File: src/rtl/spimem_pkg.sv
package spimem_pkg;

  typedef enum logic [2:0] {
    ST_OPC, ST_ADDR, ST_RD, ST_WR, ST_RDSR, ST_WRSR, ST_SKIP
  } phase_e;

  // Per-cycle strobes from control to datapath
  typedef struct packed {
    logic shiftIn;
    logic addrShift;
    logic addrInc;
    logic memWrite;
    logic statWrite;
    logic setWel;
    logic clrWel;
    logic loadOut;
    logic shiftOut;
    logic selStatus;
    logic outEnable;
    logic siBit;
    logic wpLvl;
  } strobe_t;

  localparam logic [7:0] OP_WREN = 8'h06;
  localparam logic [7:0] OP_WRDI = 8'h04;
  localparam logic [7:0] OP_RDSR = 8'h05;
  localparam logic [7:0] OP_WRSR = 8'h01;
  localparam logic [7:0] OP_READ = 8'h03;
  localparam logic [7:0] OP_WRIT = 8'h02;

endpackage

File: src/rtl/spimem_ctrl.sv
module spimem_ctrl
  import spimem_pkg::*;
#(
  parameter int ADDR_W      = 24,
  parameter int SYNC_STAGES = 2
) (
  input  logic       clk,
  input  logic       rstN,
  input  logic       sckIn,
  input  logic       csN,
  input  logic       siIn,
  input  logic       holdN,
  input  logic       wpN,
  input  logic [6:0] rxShift,
  output strobe_t    str
);

  localparam int CNT_W = $clog2(ADDR_W);
  localparam logic [4:0] PIN_IDLE = 5'b01011; // {sck, cs, si, hold, wp}

  logic [SYNC_STAGES-1:0][4:0] pinQ;
  logic [4:0] pins;
  logic sckS, csS, siS, holdS, wpS;
  logic sckPrev, csAct, holdActive, rise, fall;
  logic [7:0] rxNext;
  phase_e state;
  logic [CNT_W-1:0] bitCnt;
  logic [2:0] rdCnt;
  logic isRead, clrPend;

  always_ff @(posedge clk or negedge rstN) begin
    if (!rstN) pinQ <= {SYNC_STAGES{PIN_IDLE}};
    else       pinQ <= {pinQ[SYNC_STAGES-2:0], {sckIn, csN, siIn, holdN, wpN}};
  end

  assign pins = pinQ[SYNC_STAGES-1];
  assign {sckS, csS, siS, holdS, wpS} = pins;

  assign holdActive = csAct && !holdS;
  assign rise   = sckS && !sckPrev && csAct && !holdActive;
  assign fall   = !sckS && sckPrev && csAct && !holdActive;
  assign rxNext = {rxShift, siS};

  always_ff @(posedge clk or negedge rstN) begin
    if (!rstN) begin
      sckPrev <= 1'b0;
      csAct   <= 1'b0;
    end else begin
      sckPrev <= sckS;
      if (!holdActive) csAct <= !csS;
    end
  end

  always_comb begin
    str           = '0;
    str.siBit     = siS;
    str.wpLvl     = wpS;
    str.selStatus = (state == ST_RDSR);
    str.outEnable = csAct && !holdActive && (state == ST_RD || state == ST_RDSR);
    if (!csAct && clrPend) str.clrWel = 1'b1;
    if (rise) begin
      case (state)
        ST_OPC: begin
          str.shiftIn = 1'b1;
          if (bitCnt == CNT_W'(7)) begin
            if (rxNext == OP_WREN) str.setWel = 1'b1;
            if (rxNext == OP_WRDI) str.clrWel = 1'b1;
          end
        end
        ST_ADDR: str.addrShift = 1'b1;
        ST_WR: begin
          str.shiftIn = 1'b1;
          if (bitCnt == CNT_W'(7)) begin
            str.memWrite = 1'b1;
            str.addrInc  = 1'b1;
          end
        end
        ST_WRSR: begin
          str.shiftIn = 1'b1;
          if (bitCnt == CNT_W'(7)) str.statWrite = 1'b1;
        end
        default: ;
      endcase
    end
    if (fall && (state == ST_RD || state == ST_RDSR)) begin
      if (rdCnt == 3'd0) str.loadOut  = 1'b1;
      else               str.shiftOut = 1'b1;
      if (rdCnt == 3'd7 && state == ST_RD) str.addrInc = 1'b1;
    end
  end

  always_ff @(posedge clk or negedge rstN) begin
    if (!rstN) begin
      state   <= ST_OPC;
      bitCnt  <= '0;
      rdCnt   <= '0;
      isRead  <= 1'b0;
      clrPend <= 1'b0;
    end else if (!csAct) begin
      state   <= ST_OPC;
      bitCnt  <= '0;
      rdCnt   <= '0;
      isRead  <= 1'b0;
      clrPend <= 1'b0;
    end else if (rise) begin
      case (state)
        ST_OPC: begin
          if (bitCnt == CNT_W'(7)) begin
            bitCnt <= '0;
            rdCnt  <= '0;
            case (rxNext)
              OP_RDSR: state <= ST_RDSR;
              OP_WRSR: begin state <= ST_WRSR; clrPend <= 1'b1; end
              OP_READ: begin state <= ST_ADDR; isRead <= 1'b1; end
              OP_WRIT: begin state <= ST_ADDR; isRead <= 1'b0; clrPend <= 1'b1; end
              default: state <= ST_SKIP;
            endcase
          end else begin
            bitCnt <= bitCnt + 1'b1;
          end
        end
        ST_ADDR: begin
          if (bitCnt == CNT_W'(ADDR_W - 1)) begin
            bitCnt <= '0;
            rdCnt  <= '0;
            state  <= isRead ? ST_RD : ST_WR;
          end else begin
            bitCnt <= bitCnt + 1'b1;
          end
        end
        ST_WR:   bitCnt <= (bitCnt == CNT_W'(7)) ? '0 : bitCnt + 1'b1;
        ST_WRSR: begin
          if (bitCnt == CNT_W'(7)) state <= ST_SKIP;
          else                     bitCnt <= bitCnt + 1'b1;
        end
        default: ;
      endcase
    end else if (fall && (state == ST_RD || state == ST_RDSR)) begin
      rdCnt <= rdCnt + 1'b1;
    end
  end

  // nothing advances while a transfer is held
  a_r10_hold_freezes: assert property (@(posedge clk) disable iff (!rstN)
    (holdActive && $past(holdActive)) |-> ($stable(state) && $stable(bitCnt)));

  // an unknown command stays ignored until deselect
  a_r12_skip_sticky: assert property (@(posedge clk) disable iff (!rstN)
    (state == ST_SKIP && csAct) |=> (state == ST_SKIP));

endmodule

File: src/rtl/spimem_datapath.sv
module spimem_datapath
  import spimem_pkg::*;
#(
  parameter int DEPTH  = 16,
  parameter int ADDR_W = 24
) (
  input  logic       clk,
  input  logic       rstN,
  input  strobe_t    str,
  output logic [6:0] rxShift,
  output logic       soOut,
  output logic       soOe
);

  localparam int IDX_W = $clog2(DEPTH);

  logic [7:0] mem [DEPTH];
  logic [ADDR_W-1:0] addrReg;
  logic [IDX_W-1:0] idx;
  logic [7:0] rxNext, statusByte, curByte;
  logic [5:0] statBits;
  logic [6:0] outShift;
  logic wel, soBit;

  assign idx        = addrReg[IDX_W-1:0];
  assign rxNext     = {rxShift, str.siBit};
  assign statusByte = {statBits, wel, 1'b0};
  assign curByte    = str.selStatus ? statusByte : mem[idx];
  assign soOut      = soBit;
  assign soOe       = str.outEnable;

  always_ff @(posedge clk or negedge rstN) begin
    if (!rstN) begin
      wel      <= 1'b0;
      statBits <= '0;
      rxShift  <= '0;
      addrReg  <= '0;
      outShift <= '0;
      soBit    <= 1'b0;
    end else begin
      if (str.clrWel)      wel <= 1'b0;
      else if (str.setWel) wel <= 1'b1;
      if (str.statWrite && wel && str.wpLvl) statBits <= rxNext[7:2];
      if (str.shiftIn) rxShift <= rxNext[6:0];
      if (str.addrShift)    addrReg <= {addrReg[ADDR_W-2:0], str.siBit};
      else if (str.addrInc) addrReg <= addrReg + 1'b1;
      if (str.loadOut) begin
        soBit    <= curByte[7];
        outShift <= curByte[6:0];
      end else if (str.shiftOut) begin
        soBit    <= outShift[6];
        outShift <= {outShift[5:0], 1'b0};
      end
    end
  end

  always_ff @(posedge clk or negedge rstN) begin
    if (!rstN) begin
      for (int i = 0; i < DEPTH; i++) mem[i] <= '0;
    end else if (str.memWrite && wel) begin
      mem[idx] <= rxNext;
    end
  end

  // the latch only sets after an explicit set strobe
  a_r3_wel_from_strobe: assert property (@(posedge clk) disable iff (!rstN)
    $rose(wel) |-> $past(str.setWel));

  // protection bits hold while the protect pin is low
  a_r11_wp_freezes_status: assert property (@(posedge clk) disable iff (!rstN)
    !str.wpLvl |=> $stable(statBits));

endmodule

File: src/rtl/spi_mem_slave.sv
module spi_mem_slave
  import spimem_pkg::*;
#(
  parameter int DEPTH       = 16,
  parameter int ADDR_W      = 24,
  parameter int SYNC_STAGES = 2
) (
  input  logic clk,
  input  logic rstN,
  input  logic sckIn,
  input  logic csN,
  input  logic siIn,
  input  logic holdN,
  input  logic wpN,
  output logic soOut,
  output logic soOe
);

  strobe_t str;
  logic [6:0] rxShift;

  spimem_ctrl #(.ADDR_W(ADDR_W), .SYNC_STAGES(SYNC_STAGES)) u_ctrl (
    .clk(clk), .rstN(rstN), .sckIn(sckIn), .csN(csN), .siIn(siIn),
    .holdN(holdN), .wpN(wpN), .rxShift(rxShift), .str(str)
  );

  spimem_datapath #(.DEPTH(DEPTH), .ADDR_W(ADDR_W)) u_dp (
    .clk(clk), .rstN(rstN), .str(str), .rxShift(rxShift),
    .soOut(soOut), .soOe(soOe)
  );

endmodule

File: config.mk
export PLATFORM = sky130hd
export DESIGN_NAME = spi_mem_slave
export DESIGN_NICKNAME = d
export VERILOG_FILES = /design/src/rtl/spimem_pkg.sv /design/src/rtl/spimem_ctrl.sv /design/src/rtl/spimem_datapath.sv /design/src/rtl/spi_mem_slave.sv
export SDC_FILE = /design/constraint.sdc
export NUM_CORES = 1
export LEC_CHECK = 0
export BUFFER_PORTS_ARGS = -buffer_cell sky130_fd_sc_hd__buf_2
export CAP_MARGIN = 10
export CORE_ASPECT_RATIO = 1.25
export CORE_UTILIZATION = 45
export CTS_CLUSTER_DIAMETER = 60
export CTS_CLUSTER_SIZE = 14
export DETAILED_ROUTE_END_ITERATION = 16
export GPL_TIMING_DRIVEN = 0
export PLACE_DENSITY = 0.71
export RECOVER_POWER = 50
export REMOVE_ABC_BUFFERS = 1
export SYNTH_ARGS = -nofsm -noshare
export SYNTH_HDL_FRONTEND = slang
export SYNTH_SLANG_ARGS = --single-unit
File: constraint.sdc
create_clock -name clk -period 5.95 [get_ports clk]
set_clock_uncertainty 0.2 [all_clocks]
set_input_delay 0.2975 -clock clk [delete_from_list [all_inputs] [get_ports clk]]
set_output_delay 0.2975 -clock clk [all_outputs]
set_load 0.01 [all_outputs]
==> results of run 1 <==
-- cell families (layout without fill, tap and decap cells) --
logic type,Yosys count,after routing
xor gates and xnor gates,6,6
AOI/OAI and AO/OA,80,80
buffers and inverters,56,61
DFF,179,179
muxes,194,194
adders and majority gates,8,8
and+or+nand+nor,119,119
-- how the worst max path moves through the flow --
stage                     start      endpoint  cells past startpoint
2_1_floorplan  u_ctrl.bitCnt[0]  u_dp.mem[64]                      5
3_3_place_gp   u_ctrl.bitCnt[0]  u_dp.mem[66]                      5
3_5_place_dp    u_dp.addrReg[0]  u_dp.mem[43]                      7
4_1_cts         u_dp.addrReg[0]  u_dp.mem[41]                      7
5_1_grt                    rstN  u_dp.mem[29]                      3
6_report                   rstN  u_dp.mem[57]                      3
-- cell usage after synthesis (2+ instances only) --
cell type | number | share of area
dfrtp_1 | 173 | 0.49
mux2_2 | 99 | 0.13
mux2_4 | 48 | 0.082
mux2i_1 | 31 | 0.035
nand2_1 | 30 | 0.013
clkbuf_1 | 24 | 0.010
nor2_1 | 23 | 0.0098
o22ai_1 | 21 | 0.015
mux4_2 | 16 | 0.041
a21oi_1 | 12 | 0.0068
a31oi_1 | 11 | 0.0078
buf_2 | 10 | 0.0057
inv_1 | 9 | 0.0038
nor2_8 | 9 | 0.020
a211oi_1 | 8 | 0.0068
ha_1 | 8 | 0.011
nand3_1 | 8 | 0.0045
nor2_4 | 7 | 0.0089
o221ai_1 | 7 | 0.0069
dfstp_2 | 6 | 0.018
nor2b_1 | 6 | 0.0043
buf_6 | 5 | 0.0064
or3_1 | 5 | 0.0035
buf_4 | 4 | 0.0034
o21ai_0 | 4 | 0.0023
xor2_1 | 4 | 0.0040
nand2b_1 | 3 | 0.0021
nand3_2 | 3 | 0.0034
nand4_1 | 3 | 0.0021
o41ai_1 | 3 | 0.0030
a22o_1 | 2 | 0.0020
and3b_1 | 2 | 0.0020
buf_1 | 2 | 0.00085
nand3_4 | 2 | 0.0040
nand3b_1 | 2 | 0.0017
nor2_2 | 2 | 0.0014
nor3_1 | 2 | 0.0011
xnor2_1 | 2 | 0.0020
-- layer usage --
layer,vias up,GRT usage
li1,2335,-
met1,2731,0.253
met2,121,0.351
met3,28,0.0276
met4,0,0.104
met5,-,0
-- layout make-up --
cell class / count / area, um^2 / share of cell area
Inverter: 11 / 41.3 / 0.00425
Timing Repair Buffer: 18 / 161 / 0.0166
Sequential cell: 179 / 4490 / 0.462
Multi-Input combinational cell: 407 / 4070 / 0.419
Tap cell: 261 / 327 / 0.0336
Clock inverter: 10 / 144 / 0.0148
Clock buffer: 22 / 484 / 0.0498
-- registers in the layout (all words and copies together) (netlist names) --
name            count
u_ctrl.bitCnt       5
u_ctrl.clrPend      1
u_ctrl.csAct        1
u_ctrl.isRead       1
u_ctrl.pinQ         5
u_ctrl.pins         5
u_ctrl.rdCnt        3
u_ctrl.sckPrev      1
u_ctrl.state        3
u_dp.addrReg        4
u_dp.mem          128
u_dp.outShift       7
u_dp.rxShift        7
u_dp.soOut          1
u_dp.statBits       6
u_dp.wel            1
-- power by group --
part,total [mW],switching (mW),internal (mW)
combinational,0.538,0.294,0.244
clock,1.19,0.476,0.710
sequential,1.50,0.219,1.28
total,3.22,0.989,2.23
-- metrics by stage --
stage               setup WS (ps)   util  std cells  hold slack [ps]
finish                       2540  0.512        908              150
global placement             1680  0.472        866              135
CTS                          3090  0.513        908              149
global route                 2030  0.512        908              157
floorplan                    2460      -        597             -198
detailed placement           3100  0.477        870              123
==> impl_metrics.py, run 1 <==
metrics = {
    "status": {
        "status": "finished, violations left",
        "failed_checks": "max-capacitance violations, max-slew violations",
    },
    "grt": {
        "grt_antenna_before_repair": 0,
        "grt_remaining_overflow": 0,
        "grt_max_degree": 101,
        "track_usage": 0.204,
        "grt_pass1_wl_mm": 31.1,
        "grt_pass1_vias": 5563,
    },
    "finish": {
        "drive_above_1_share": 0.379,
        "n_antenna_cell": 0,
        "fin_nets": 649,
        "postLayoutCellArea_um2": 9720,
        "area_growth_pct": 10.1,
        "final_cell_mix": "dfrtp_1, mux2_2, mux2_4, mux2i_1, nand2_1",
        "final_common_cell": "dfrtp_1",
        "nFillCells": 1571,
    },
    "clock_tree": {
        "ctsResizeCount": 0,
        "htree_levels": 4,
        "path_clk_slew_ps": 70,
        "postCtsHoldBufs": 6,
        "root_buffer": "clkbuf_16",
        "cts_tree": "built",
        "cts_setup_buffers": 0,
        "numCtsBuffers": 17,
        "cts_buffer_depth": 2,
        "clock_sinks": 179,
        "clk_latency_ps": 430,
    },
    "synth": {
        "synth-edff-count": 0,
        "synth_top_family_by_area": "multiplexers",
        "muxShareOfSynthArea": 0.284,
        "synth_fa_ha_area_frac": 0.0113,
        "synth_xor_area_frac": 0.00595,
        "synth-compound-area-share": 0.0629,
        "syn_area_um2": 8830,
        "async_flop_share": 1.00,
        "synth_ff_type": "dfrtp_1",
        "synthSimpleGateAreaFrac": 0.0965,
        "ys_seq_area_frac": 0.508,
        "syn-instance-count": 642,
        "ys_seq_elements": 179,
        "yosys_warnings": 0,
        "synth.avg_cell_area_um2": 13.8,
        "synth_cell_types": 64,
    },
    "worst_setup_path": {
        "r2r_slack_ps": 3090,
        "max_stage_delay_ps": 1770,
        "critical_path.cell_chain": "dlygate4sd3_1 -> buf_8 -> clkbuf_2",
        "r2r_start": "u_dp.addrReg[0]",
        "critical_path.top_delay_family": "buffers and inverters",
        "reg2reg_to": "u_dp.mem[15]",
        "arrival_ps": 3230,
        "critical_path_buf_inv_count": 3,
        "cp_slowest_cell": "clkbuf_2",
        "reg2regPathDepth": 7,
        "cp-start-kind": "primary input",
        "endpoint_kind": "asynchronous set/reset pin",
        "crit_fanout": 100,
        "critPathRequiredTime_ps": 5780,
        "critPathKind": "in -> async",
    },
    "detailed_routing": {
        "ant_nets": 0,
        "wl_mm": 18.6,
        "routed-wl-met3_um": 607,
        "topRoutingLayerUsed": "met4",
        "wl_per_cell_um": 20.4,
        "drc": 0,
        "num_vias": 5215,
        "first_pass_iters": 7,
        "wl_met2_mm": 9.47,
        "first_iter_violations": 367,
        "vias_per_cell": 5.74,
        "m1WireLength_mm": 7.83,
    },
    "floorplanning": {
        "ioPinCount": 9,
        "die_x_um": 127,
        "initial_core_util": 0.465,
        "dieArea_um2": 20200,
        "core_um2": 19000,
        "rows": 56,
        "die_h_um": 159,
    },
    "pwr": {
        "total_power_mw": 3.22,
        "leakagePower_nw": 4.55,
        "powerDensity_nw_per_um2": 332,
        "ir_drop_mv": 0.184,
    },
    "sta": {
        "worst_slew_pin_slew_ps": 2410,
        "rsz0062_at_grt": "no",
        "slew_violations": 101,
        "finalSetupViolations": 0,
        "setup_tns_ps": 0,
        "max_freq_ghz": 0.294,
        "relSlewSlack": -0.609,
        "finalHoldViolations": 0,
        "period_needed_ps": 3410,
        "min_period_over_period": 0.572,
    },
    "min_path": {
        "hold_depth": 0,
        "hold_class": "reg -> reg",
        "hp-start": "u_ctrl.pinQ[4]",
        "worstHoldEndpoint": "u_ctrl.pins[4]",
    },
    "placement": {
        "io_buffers": 8,
        "postPlaceCellArea_um2": 9050,
        "place_congestion": 0.822,
        "dpl.hpwl_mm": 12.3,
    },
    "flow_run": {
        "cap_violations": 1,
    },
}
(Power assumes the default switching activity.)
==> run 2, diff against run 1 <==
- ABC_AREA: unset -> 1
- PLACE_DENSITY: 0.71 -> 0.73
- clock period: 5.95 -> 2.8 ns (I/O delays scaled with it)
==> run 2 against run 1 <==
  * The flow still finishes with violations (max-capacitance violations, max-slew violations)
  * Final area is essentially flat
  * Clock-buffer cell count shrank 1
  * Via count grew 32%
  * Non-clock buffer count is the same
  * Clock power grew 100%
  * Final cell count grew 49%
  * Sequential share of layout area is essentially flat
  * Critical path type is now reg -> reg
  * Largest cell class unchanged
  * Largest power group unchanged
  * Highest routed layer unchanged
==> impl_metrics.py, run 2 <==
metrics = {
    "synth": {
        "syn-instance-count": 1093,
        "yosysMostFrequentCell": "nand2_1",
        "synth-edff-count": 0,
        "ys_seq_elements": 179,
        "synth_ff_type": "dfrtp_1",
        "synth_area_leader_cell": "dfrtp_1",
        "async_flop_share": 1.00,
        "ys_top_cells_by_area": "dfrtp_1, nand2_1, o21ai_2",
        "syn_area_um2": 8960,
        "synthTopCellsByCount": "nand2_1, dfrtp_1, inv_1, o21ai_0, nor2_1",
        "synth.avg_cell_area_um2": 8.20,
        "synth_cell_types": 30,
        "synth_top_cell_area_share": 0.483,
        "yosys_warnings": 0,
        "ys_seq_area_frac": 0.501,
    },
    "grt": {
        "grt_remaining_overflow": 0,
        "grt_pass1_wl_mm": 33.0,
        "grt_pass1_vias": 6471,
        "grt_antenna_before_repair": 0,
        "track_usage": 0.206,
        "grt_max_degree": 107,
    },
    "clock_tree": {
        "cts_buffer_depth": 2,
        "clock_sinks": 179,
        "htree_levels": 4,
        "path_clk_slew_ps": 70,
        "cts_tree": "built",
        "clk_latency_ps": 430,
        "root_buffer": "clkbuf_16",
        "numCtsBuffers": 17,
    },
    "floorplanning": {
        "rows": 57,
        "die_h_um": 160,
        "die_x_um": 128,
        "core_um2": 19500,
        "ioPinCount": 9,
        "dieArea_um2": 20500,
        "initial_core_util": 0.460,
    },
    "placement": {
        "place_congestion": 0.831,
        "dpl.hpwl_mm": 12.1,
        "io_buffers": 8,
    },
    "detailed_routing": {
        "first_pass_iters": 5,
        "vias_per_cell": 5.10,
        "first_iter_violations": 643,
        "ant_nets": 0,
        "wl_mm": 19.9,
        "num_vias": 6889,
        "wl_per_cell_um": 14.7,
        "drc": 0,
    },
    "pwr": {
        "power_switching_share": 0.371,
        "ir_drop_mv": 0.547,
        "power_frac_comb": 0.269,
        "p_int_mw": 4.63,
        "total_power_mw": 7.37,
        "powerDensity_nw_per_um2": 758,
        "switchingPower_mw": 2.73,
        "leakagePower_nw": 4.69,
        "pwr-share-clk": 0.324,
        "seq_power_share": 0.407,
    },
    "finish": {
        "largest_register_ffs": 128,
        "reg.largest.list": "u_dp.mem x128, u_dp.outShift x7, u_dp.rxShift x7",
        "postLayoutCoreUtil": 0.499,
        "final_cell_mix": "nand2_1, dfrtp_1, inv_1, o21ai_0, nor2_1",
        "fin_nets": 1090,
        "n_antenna_cell": 0,
        "largest_register": "u_dp.mem",
        "nFillCells": 1828,
        "final_common_cell": "nand2_1",
        "area_growth_pct": 8.45,
        "drive_above_1_share": 0.126,
    },
    "worst_setup_path": {
        "critPathRequiredTime_ps": 2890,
        "critPathKind": "reg -> reg",
        "endpoint_kind": "flip-flop",
        "arrival_ps": 2650,
        "max_stage_delay_ps": 620,
        "crit_fanout": 62,
        "cp-start-kind": "flip-flop",
        "cp_slowest_cell": "dfrtp_2",
        "critical_path.cell_chain": "buf_12 -> inv_8 -> ha_1 -> inv_1 -> nor2_8 -> nand2_4 -> nand2_1 -> o21ai_2",
    },
    "sta": {
        "max_freq_ghz": 0.391,
        "rsz0062_at_grt": "no",
        "slew_violations": 74,
        "finalSetupViolations": 0,
        "finalHoldViolations": 0,
        "worst_slew_pin_slew_ps": 1900,
        "fin_hold_ws_ps": 143,
        "relSlewSlack": -0.265,
        "period_needed_ps": 2560,
        "min_period_over_period": 0.914,
        "setup_tns_ps": 0,
    },
    "status": {
        "status": "finished, violations left",
        "failed_checks": "max-capacitance violations, max-slew violations",
    },
    "min_path": {
        "hold_class": "in -> reg",
    },
    "flow_run": {
        "cap_violations": 1,
    },
}
==> run 2: cell count changes after synthesis, sizes merged, moves of 44 or more <==
cell / before / now
nand3: 13 / 64
nand2: 31 / 364
o21ai: 4 / 195
nor2: 41 / 85
mux2: 147 / 0
inv: 10 / 94
==> run 2: cell type report <==
class	count	area, um^2	share of cell area
clock buffer	21	460	0.0474
clock inverter	10	124	0.0128
inverter	96	373	0.0384
multi-input combinational	763	3780	0.389
sequential	179	4490	0.462
tap	265	332	0.0341
timing repair buffer	18	154	0.0158
==> run 2: metal layers <==
metal  share of wire  vias to the layer above  track usage
met4           0.021                        0       0.0743
met2            0.48                      101        0.335
li1                -                     3458            -
met5               0                        -            0
met3           0.030                       29       0.0348
met1            0.47                     3301        0.275
==> run 2: kinds of logic (layout without fill, tap and decap cells) <==
family,Yosys count,count (layout),share of synthesized area
AO/OA/AOI/OAI,224,224,0.150
XOR/XNOR,2,2,0.00196
adder cells (fa/ha/maj),8,8,0.0112
buffers and inverters,151,145,0.0774
flip-flops,179,179,0.501
AND/OR/NAND/NOR,529,529,0.259
==> run 2: through the flow <==
stage,setup slack [ps],std cells,area [um^2]
after floorplan,-1330,1038,8620
after global placement,-3580,1311,9000
after detailed placement,-688,1313,9060
after CTS,36.9,1350,9710
after global routing,64.1,1352,9710
final,240,1352,9710
==> run 2: timing repair <==
item | 4_1_cts | 5_1_grt
pin swaps | 0 | 1
setup endpoints to repair | 109 | 79
hold endpoints to repair | 78 | 0
gates resized for setup | 4 | 2
buffers inserted | 0 | 1
hold buffers | 6 | 0
gates cloned | 0 | 0
==> run 2: path summary, 6_finish.rpt <==
| check | startpoint | endpoint | cells past startpoint | slack (ps) |
|---|---|---|---|---|
| min in group asynchronous | rstN | u_dp.mem[91] | 2 | 560 |
| worst min-delay path | holdN | u_ctrl.pinQ[1] | 2 | 140 |
| max in group asynchronous | rstN | u_dp.addrReg[1] | 3 | 430 |
| worst max-delay path | u_dp.addrReg[0] | u_dp.mem[56] | 8 | 240 |
| worst max register to register | u_dp.addrReg[0] | u_dp.mem[56] | 8 | 240 |
| worst min register to register | u_ctrl.pinQ[2] | u_ctrl.pins[2] | 0 | 150 |
==> run 2: power by group through the flow <==
stage                     Combinational [mW]  Sequential [mW]  Clock (mW)
after floorplan                         1.29             2.99           0
after global placement                  1.86             3.11           0
after detailed placement                1.96             3.03           0
after CTS                               1.98             2.99        2.42
after global routing                    2.21             3.02        2.53
final                                   1.98             3.00        2.39
==> run 2: worst max-delay path: cells and delay by family (launching register included) <==
family,cells,cell delay (ps)
flops,1,620
simple gates,3,570
compound gates,1,60
fa+ha+maj,1,210
buf+inv,3,680
